### config.mk
export PLATFORM = sky130hd
export DESIGN_NAME = gpio_bank
export DESIGN_NICKNAME = d
export VERILOG_FILES = /design/src/rtl/gpio_pkg.sv /design/src/rtl/gpio_sync.sv /design/src/rtl/gpio_regs.sv /design/src/rtl/gpio_pad_ctrl.sv /design/src/rtl/gpio_bank.sv
export SDC_FILE = /design/constraint.sdc
export NUM_CORES = 1
export LEC_CHECK = 0
export CAP_MARGIN = 10
export CORE_MARGIN = 1.5
export CORE_UTILIZATION = 30
export CTS_BUF_LIST = sky130_fd_sc_hd__clkbuf_4 sky130_fd_sc_hd__clkbuf_8 sky130_fd_sc_hd__clkbuf_16
export DETAILED_ROUTE_END_ITERATION = 10
export PLACE_DENSITY = 0.59
export SLEW_MARGIN = 10
export SYNTH_ARGS = -nofsm -noshare
export SYNTH_HDL_FRONTEND = slang
export SYNTH_SLANG_ARGS = --single-unit
### constraint.sdc
create_clock -name clk -period 1.4 [get_ports clk]
set_clock_uncertainty 0.1 [all_clocks]
set_input_delay 0.21 -clock clk [delete_from_list [all_inputs] [get_ports clk]]
set_output_delay 0.21 -clock clk [all_outputs]
set_load 0.02 [all_outputs]
### src/rtl/gpio_pkg.sv
package gpio_pkg;
    typedef enum logic {
        RT_IDLE = 1'b0,
        RT_RESP = 1'b1
    } rt_state_t;

    localparam int unsigned DEF_GROUPS       = 2;
    localparam int unsigned DEF_PINS_PER_GRP = 8;
    localparam int unsigned DEF_CFG_BASE     = 'h31;
    localparam int unsigned DEF_CFG_STRIDE   = 4;
    localparam int unsigned DEF_DATA_OFF     = 'h0C;
    localparam int unsigned DEF_DATA_STRIDE  = 2;
endpackage

### src/rtl/gpio_sync.sv
module gpio_sync #(
    parameter int unsigned WIDTH = 16
) (
    input  logic             clk,
    input  logic             rst_n,
    input  logic [WIDTH-1:0] d,
    output logic [WIDTH-1:0] q
);
    logic [WIDTH-1:0] meta_q;

    always_ff @(posedge clk or negedge rst_n) begin
        if (!rst_n) begin
            meta_q <= '0;
            q      <= '0;
        end else begin
            meta_q <= d;
            q      <= meta_q;
        end
    end
endmodule

### src/rtl/gpio_regs.sv
module gpio_regs #(
    parameter int unsigned GROUPS     = 2,
    parameter int unsigned PPG        = 8,
    parameter int unsigned IDX_W      = 8,
    parameter int unsigned CFG_BASE   = 'h31,
    parameter int unsigned CFG_STRIDE = 4,
    parameter int unsigned GRP_W      = 1,
    localparam int unsigned NPINS     = GROUPS * PPG
) (
    input  logic             clk,
    input  logic             rst_n,
    input  logic             cfg_we,
    input  logic [IDX_W-1:0] cfg_idx,
    input  logic [PPG-1:0]   cfg_wdata,
    input  logic             dat_we,
    input  logic [GRP_W-1:0] dat_grp,
    input  logic [PPG-1:0]   dat_wdata,
    output logic [NPINS-1:0] dir_q,
    output logic [NPINS-1:0] pol_q,
    output logic [NPINS-1:0] typ_q,
    output logic [NPINS-1:0] lat_q
);
    always_ff @(posedge clk or negedge rst_n) begin
        if (!rst_n) begin
            dir_q <= '0;
            pol_q <= '0;
            typ_q <= '0;
            lat_q <= '0;
        end else begin
            for (int g = 0; g < int'(GROUPS); g++) begin
                if (cfg_we && cfg_idx == IDX_W'(CFG_BASE + g * CFG_STRIDE))
                    dir_q[g*PPG +: PPG] <= cfg_wdata;
                if (cfg_we && cfg_idx == IDX_W'(CFG_BASE + g * CFG_STRIDE + 1))
                    pol_q[g*PPG +: PPG] <= cfg_wdata;
                if (cfg_we && cfg_idx == IDX_W'(CFG_BASE + g * CFG_STRIDE + 2))
                    typ_q[g*PPG +: PPG] <= cfg_wdata;
                if (dat_we && dat_grp == GRP_W'(g))
                    lat_q[g*PPG +: PPG] <= (lat_q[g*PPG +: PPG] & ~dir_q[g*PPG +: PPG])
                                         | (dat_wdata & dir_q[g*PPG +: PPG]);
            end
        end
    end
endmodule

### src/rtl/gpio_pad_ctrl.sv
module gpio_pad_ctrl #(
    parameter int unsigned NPINS = 16
) (
    input  logic [NPINS-1:0] dir,
    input  logic [NPINS-1:0] pol,
    input  logic [NPINS-1:0] typ,
    input  logic [NPINS-1:0] lat,
    output logic [NPINS-1:0] pad_out,
    output logic [NPINS-1:0] pad_oe
);
    for (genvar i = 0; i < NPINS; i++) begin : g_pin
        logic level;
        assign level      = lat[i] ^ pol[i];
        assign pad_oe[i]  = dir[i] & (~typ[i] | ~level);
        assign pad_out[i] = dir[i] & ~typ[i] & level;
    end
endmodule

### src/rtl/gpio_bank.sv
module gpio_bank
    import gpio_pkg::*;
#(
    parameter int unsigned GROUPS      = DEF_GROUPS,
    parameter int unsigned PPG         = DEF_PINS_PER_GRP,
    parameter int unsigned IDX_W       = 8,
    parameter int unsigned ADDR_W      = 16,
    parameter int unsigned CFG_BASE    = DEF_CFG_BASE,
    parameter int unsigned CFG_STRIDE  = DEF_CFG_STRIDE,
    parameter int unsigned DATA_OFF    = DEF_DATA_OFF,
    parameter int unsigned DATA_STRIDE = DEF_DATA_STRIDE,
    localparam int unsigned NPINS      = GROUPS * PPG,
    localparam int unsigned GRP_W      = (GROUPS > 1) ? $clog2(GROUPS) : 1
) (
    input  logic              clk,
    input  logic              rst_n,
    input  logic              cfg_we,
    input  logic [IDX_W-1:0]  cfg_idx,
    input  logic [PPG-1:0]    cfg_wdata,
    input  logic [ADDR_W-1:0] rt_base,
    input  logic [ADDR_W-1:0] io_addr,
    input  logic              io_wr,
    input  logic              io_rd,
    input  logic [PPG-1:0]    io_wdata,
    output logic              rd_valid,
    output logic [PPG-1:0]    rd_data,
    input  logic [NPINS-1:0]  pad_in,
    output logic [NPINS-1:0]  pad_out,
    output logic [NPINS-1:0]  pad_oe
);
    logic [ADDR_W-1:0] rel_addr;
    logic              hit;
    logic [GRP_W-1:0]  grp;
    logic              rd_hit;
    logic              wr_hit;
    logic [NPINS-1:0]  dir_q, pol_q, typ_q, lat_q;
    logic [NPINS-1:0]  pad_sync;
    logic [NPINS-1:0]  rd_view;
    rt_state_t         state_q, state_d;

    assign rel_addr = io_addr - rt_base;

    always_comb begin
        hit = 1'b0;
        grp = '0;
        for (int g = 0; g < int'(GROUPS); g++) begin
            if (rel_addr == ADDR_W'(DATA_OFF + g * DATA_STRIDE)) begin
                hit = 1'b1;
                grp = GRP_W'(g);
            end
        end
    end

    assign rd_hit = io_rd & hit;
    assign wr_hit = io_wr & hit;

    gpio_regs #(
        .GROUPS(GROUPS), .PPG(PPG), .IDX_W(IDX_W),
        .CFG_BASE(CFG_BASE), .CFG_STRIDE(CFG_STRIDE), .GRP_W(GRP_W)
    ) u_regs (
        .clk(clk), .rst_n(rst_n),
        .cfg_we(cfg_we), .cfg_idx(cfg_idx), .cfg_wdata(cfg_wdata),
        .dat_we(wr_hit), .dat_grp(grp), .dat_wdata(io_wdata),
        .dir_q(dir_q), .pol_q(pol_q), .typ_q(typ_q), .lat_q(lat_q)
    );

    gpio_sync #(.WIDTH(NPINS)) u_sync (
        .clk(clk), .rst_n(rst_n), .d(pad_in), .q(pad_sync)
    );

    gpio_pad_ctrl #(.NPINS(NPINS)) u_pads (
        .dir(dir_q), .pol(pol_q), .typ(typ_q), .lat(lat_q),
        .pad_out(pad_out), .pad_oe(pad_oe)
    );

    assign rd_view = pad_sync ^ pol_q;

    // state register
    always_ff @(posedge clk or negedge rst_n) begin
        if (!rst_n) state_q <= RT_IDLE;
        else        state_q <= state_d;
    end

    // next state and outputs
    always_comb begin
        state_d  = state_q;
        rd_valid = 1'b0;
        unique case (state_q)
            RT_IDLE: begin
                if (rd_hit) state_d = RT_RESP;
            end
            RT_RESP: begin
                rd_valid = 1'b1;
                state_d  = rd_hit ? RT_RESP : RT_IDLE;
            end
            default: state_d = RT_IDLE;
        endcase
    end

    always_ff @(posedge clk or negedge rst_n) begin
        if (!rst_n)      rd_data <= '0;
        else if (rd_hit) rd_data <= rd_view[grp*PPG +: PPG];
    end

    AST_INPUT_NO_OE: assert property (@(posedge clk) disable iff (!rst_n)
        (pad_oe & ~dir_q) == '0);
    AST_OD_NO_HIGH: assert property (@(posedge clk) disable iff (!rst_n)
        (pad_out & typ_q) == '0);
    AST_INPUT_LATCH_HOLD: assert property (@(posedge clk) disable iff (!rst_n)
        wr_hit |=> ((lat_q ^ $past(lat_q)) & ~$past(dir_q)) == '0);
    AST_READ_RESPONDS: assert property (@(posedge clk) disable iff (!rst_n)
        rd_hit |=> rd_valid);
    AST_NO_STRAY_RESP: assert property (@(posedge clk) disable iff (!rst_n)
        !rd_hit |=> !rd_valid);
endmodule

### After elaboration in Yosys (flattened, before gate mapping)

Index checks and enable logic that the tools add are counted.

| operators by class | value |
|---|---|
| add/sub/neg operators | 1 |
| equal/unequal tests | 8 |
| shift-type cells | 1 |
| mux-type cells | 5 |
| bitwise operators | 124 |
| reduce and logical (&&, ||, !) cells | 8 |

Operators with widths:

| cell | number |
|---|---|
| AND 1 bit | 50 |
| == test 8 x 6 -> 1 bit (second input constant) | 6 |
| NOT 1 bit | 33 |
| AND 8 bit | 4 |
| == test 16 x 4 -> 1 bit (second input constant) | 2 |
| NOT 8 bit | 2 |
| OR 1 bit | 16 |
| OR 8 bit | 2 |
| variable part select 16 x 5 -> 8 bit | 1 |
| subtractor 16 bit | 1 |
| XOR 1 bit | 16 |
| XOR 16 bit | 1 |
| logical AND 1 bit | 8 |
| two-way mux 1 bit | 5 |

| storage, ports and cells | value |
|---|---|
| bits in registers | 105 |
| input bits | 77 |
| logic and storage cells | 159 |

### Depth between registers and ports, before layout

| logic depth | value |
|---|---|
| word-level depth | 6 |
| depth in mapped cells | 11 |
| mapped depth without buffers | 10 |

### Modules after synthesis

Synthesis repeated with hierarchy kept, for this count alone.

| unflattened totals | value |
|---|---|
| cells, all modules | 427 |
| area, all modules | 5233.8 sq um |

By module, submodules not included:

| module | times used | cells an instance | area an instance (sq um) | seq. area each (sq um) |
|---|---|---|---|---|
| gpio_regs | 1 | 164 | 2586.2 | 1601.5 |
| gpio_bank | 1 | 183 | 1446.4 | 225.2 |
| gpio_sync | 1 | 32 | 800.8 | 800.8 |
| gpio_pad_ctrl | 1 | 48 | 400.4 | 0.0 |

### Worst setup path after synthesis

OpenSTA, ideal clock, no wires.

| timing path | value |
|---|---|
| path kind | input -> register |
| from | input port rt_base[1] |
| to | register (tool-made name) |
| arrival time | 2.878 ns |
| setup slack | -1.703 ns |
| stages on the path | 11 |
| path buffers | 1 |
| cells stage by stage | inv_1 ha_1 nor2b_4 o31a_1 or3_1 a2111oi_2 o2111ai_1 nor4_4 buf_4 nand3_1 mux2_2 |

RTL lines:

| what | line | text |
|---|---|---|
| start: declaration | gpio_bank.sv:20 | `input logic [ADDR_W-1:0] rt_base,` |

### Worst setup path after layout

| timing path | value |
|---|---|
| from | input port io_addr[3] |
| to | register rd_data[2] |

| on the way | value |
|---|---|
| longest elaborated chain between the ends | 5 |
| elaborated cells between the ends (all ways) | 8 |
| classes of those cells | 1 x add/sub; 2 x eq/ne; 1 x shift; 3 x mux; 1 x bitwise |

Ends and longest elaborated chain:

| what | line | text |
|---|---|---|
| start: declaration | gpio_bank.sv:21 | `input logic [ADDR_W-1:0] io_addr,` |
| subtractor 16 bit * | gpio_bank.sv:41 | `assign rel_addr = io_addr - rt_base;` |
| branches (longest 4 deep; another with == test 16 x 4 -> 1 bit) | - |  |
| end signal: assignment | gpio_bank.sv:102 | `else if (rd_hit) rd_data <= rd_view[grp*PPG +: PPG];` |
| end: declaration | gpio_bank.sv:26 | `output logic [PPG-1:0] rd_data,` |

Mark *: on every way between the ends.
A chain may end at the register's enable or synchronous reset.

==> results.json <==
{
  "max_freq_ghz": 0.385,
  "cts_buffer_depth": 2,
  "final_common_cell": "buf_4",
  "cts_tree": "built",
  "max_cap_violations": 0,
  "dp_hpwl_um": 10600,
  "power.density_nw_per_um2": 893,
  "ff2ff_setup_slack_ns": -0.03,
  "grt_pass1_wl_um": 23500,
  "die_y_um": 135,
  "r2r-start": "u_regs.pol_q[2]$_DFFE_PN0P_",
  "placed_area_um2": 7580,
  "synth_cells": 452,
  "wl_per_cell_um": 16.2,
  "grt_start_max_net_pins": 62,
  "num_vias": 4401,
  "required_ns": 1.53,
  "worst_pin_slew_ns": 0.444,
  "nets": 784,
  "synth_area_leaders": "dfrtp_1 50%, mux2_2 15%, xor2_1 4.5%",
  "clkLatencyLatePin_ns": 0.34,
  "synth_top_area_share_pct": 50.0,
  "finalHoldViolations": 0,
  "leakagePower_nw": 4.26,
  "crit_fanout": 5,
  "ios": 118,
  "sequentialPowerShare_pct": 41.7,
  "p_comb_share_pct": 22.0,
  "drt_first_pass_iters": 4,
  "fin_util_pct": 50.2,
  "status": "finished, violations left",
  "start_kind": "input port",
  "irDropWorstVdd_mv": 0.681,
  "grt_pass1_vias": 4647,
  "stdcell_count": 922,
  "setup_viol": 57,
  "ys_seq_elements": 105,
  "r2r_cells": 5,
  "r2r_end": "rd_data[2]$_DFFE_PN0P_",
  "fp-row-count": 48,
  "synth-edff-count": 0,
  "grtUsageTotal_pct": 16.7,
  "avgSynthCellArea_um2": 11.6,
  "synth_compound_area_share_pct": 9.17,
  "slew_headroom_pct": 70.2,
  "antenna_left": 0,
  "antennaDiodeCount": 0,
  "finalInstanceArea_um2": 8620,
  "final_layout_size_suffix_gt1_share_pct": 49.5,
  "drtIter0Drc": 190,
  "synth_fa_ha_area_share_pct": 3.57,
  "cp.arrival_ns": 2.73,
  "dp_cells": 887,
  "switchingPower_mw": 2.01,
  "wl_um": 15000,
  "core_area_um2": 17200,
  "netlist_area_um2": 5260,
  "globalplace.congestion": 0.859,
  "cp-end-kind": "flip-flop",
  "hold_path_class": "in2async",
  "area_delta_synth_final_pct": 64.0,
  "drc": 0,
  "pwr-share-clk_pct": 36.3,
  "ys.flop_type": "dfrtp_1",
  "path_class": "in2reg",
  "setup_slack_ns": -1.20,
  "intPower_mw": 5.69,
  "rsz0062_at_grt": "true",
  "start_util_pct": 30.6,
  "yosys.area_share.simple_pct": 13.2,
  "synth_top_family_by_area": "multiplexers",
  "viasPerCell": 4.77,
  "cts_made_buffers": 9,
  "drv_slew": 0,
  "synthArstFlopShare_pct": 100,
  "clk_pin_slew_ns": 0.08,
  "cts-root-buf": "clkbuf_16",
  "synthMuxAreaShare_pct": 15.6,
  "portBuffers": 117,
  "synth_fp_nets": 544,
  "switching_share_pct": 26.1,
  "synth-xor-area-share_pct": 6.33,
  "synthDistinctLibCells": 44,
  "synth_top_area_cell": "dfrtp_1",
  "die_w_um": 135,
  "synth_warnings": 0,
  "setup_tns_ns": -34.55,
  "design.die.area_um2": 18300,
  "min_period_over_period_pct": 185,
  "layout_common_cells": "115 x buf_4, 105 x dfrtp_1, 66 x mux2_2",
  "min_period_ns": 2.60,
  "cts_sinks": 105,
  "antenna_found_initial": 1,
  "seq_area_frac_synth_pct": 50.0,
  "globalRouteOverflowTotal": 0,
  "htree_levels": 3,
  "violations": "negative setup slack"
}
-- cells by family (layout without fill, tap and decap cells) --
| logic type | count (synthesis) | after routing |
|---|---|---|
| adder cells (fa/ha/maj) | 15 | 15 |
| multiplexers | 73 | 73 |
| buffers and inverters | 28 | 273 |
| AND/OR/NAND/NOR | 124 | 124 |
| flip-flops | 105 | 105 |
| XOR/XNOR | 38 | 38 |
| AO/OA/AOI/OAI | 69 | 69 |
-- synth_stat cells (all sizes together) (7+ instances only) --
cell    count
nor2       19
nand2      31
o21ai      13
a21oi      10
ha         15
a21boi     16
and3b      18
inv        21
dfrtp     105
xor2       27
and2        7
nand3      18
and3       11
xnor2      11
mux2       72
-- layout make-up --
| class | instances | area, µm² |
|---|---|---|
| inverters | 21 | 91.3 |
| clock inverters | 6 | 96.3 |
| repair buffers | 236 | 2130 |
| multi-input cells | 319 | 3160 |
| flip-flops and latches | 105 | 2630 |
| well taps | 225 | 282 |
| fillers | 1554 | 8560 |
| clock buffers | 10 | 239 |
-- stage by stage --
stage	worst slack, ns	hold slack, ns	power [mW]
detailed placement	-2.08	-0.0762	4.65
floorplan	-1.39	-0.186	3.84
CTS	-1.22	0.0916	7.65
global placement	-2.06	-0.0787	4.63
global route	-1.26	0.0969	8.02
finish	-1.20	0.108	7.70
-- power groups by stage --
stage	sequential, mW	combinational [mW]	clock, mW
floorplan	3.26	0.586	0
global placement	3.26	1.37	0
detailed placement	3.27	1.38	0
CTS	3.21	1.58	2.86
global route	3.23	1.83	2.97
finish	3.21	1.69	2.79
-- routing by layer --
| layer | up-vias | part of all wire, % | wire length (µm) | global-route usage, % |
|---|---|---|---|---|
| met5 | - | 0.080 | 12 | 0 |
| met4 | 2 | 1.8 | 268 | 5.44 |
| met3 | 22 | 4.6 | 691 | 2.62 |
| met2 | 125 | 50 | 7500 | 28.8 |
| met1 | 2162 | 43 | 6480 | 21.4 |
| li1 | 2090 | - | - | - |
-- worst max-delay path, cell delays in order --
cell and delay, ns:
clkdlybuf4s15_1 0.20, ha_4 0.30, o21a_1 0.17, o31a_1 0.20
buf_4 0.12, buf_4 0.12, o21ai_4 0.06, a2111oi_4 0.31
o2111ai_2 0.18, nor4_4 0.18, buf_6 0.17, nand3_4 0.07
buf_6 0.14, mux2_4 0.30
-- timing repair --
action	4_1_cts	5_1_grt
setup endpoints to repair	114	102
setup buffers	17	3
resized for setup	359	58
hold buffers	1	0
hold endpoints to repair	105	0
pin swaps	70	39
-- how the worst max path moves through the flow --
| stage | from | endpoint | slack, ns |
|---|---|---|---|
| after floorplan | rt_base[1] | flip-flop | -1.39 |
| after global placement | rt_base[1] | flip-flop | -2.06 |
| after detailed placement | rt_base[1] | flip-flop | -2.08 |
| after CTS | rt_base[1] | rd_data[2]$_DFFE_PN0P_ | -1.22 |
| after global routing | io_addr[3] | flip-flop | -1.26 |
| final | io_addr[3] | rd_data[2]$_DFFE_PN0P_ | -1.20 |
(Power assumes the default switching activity.)
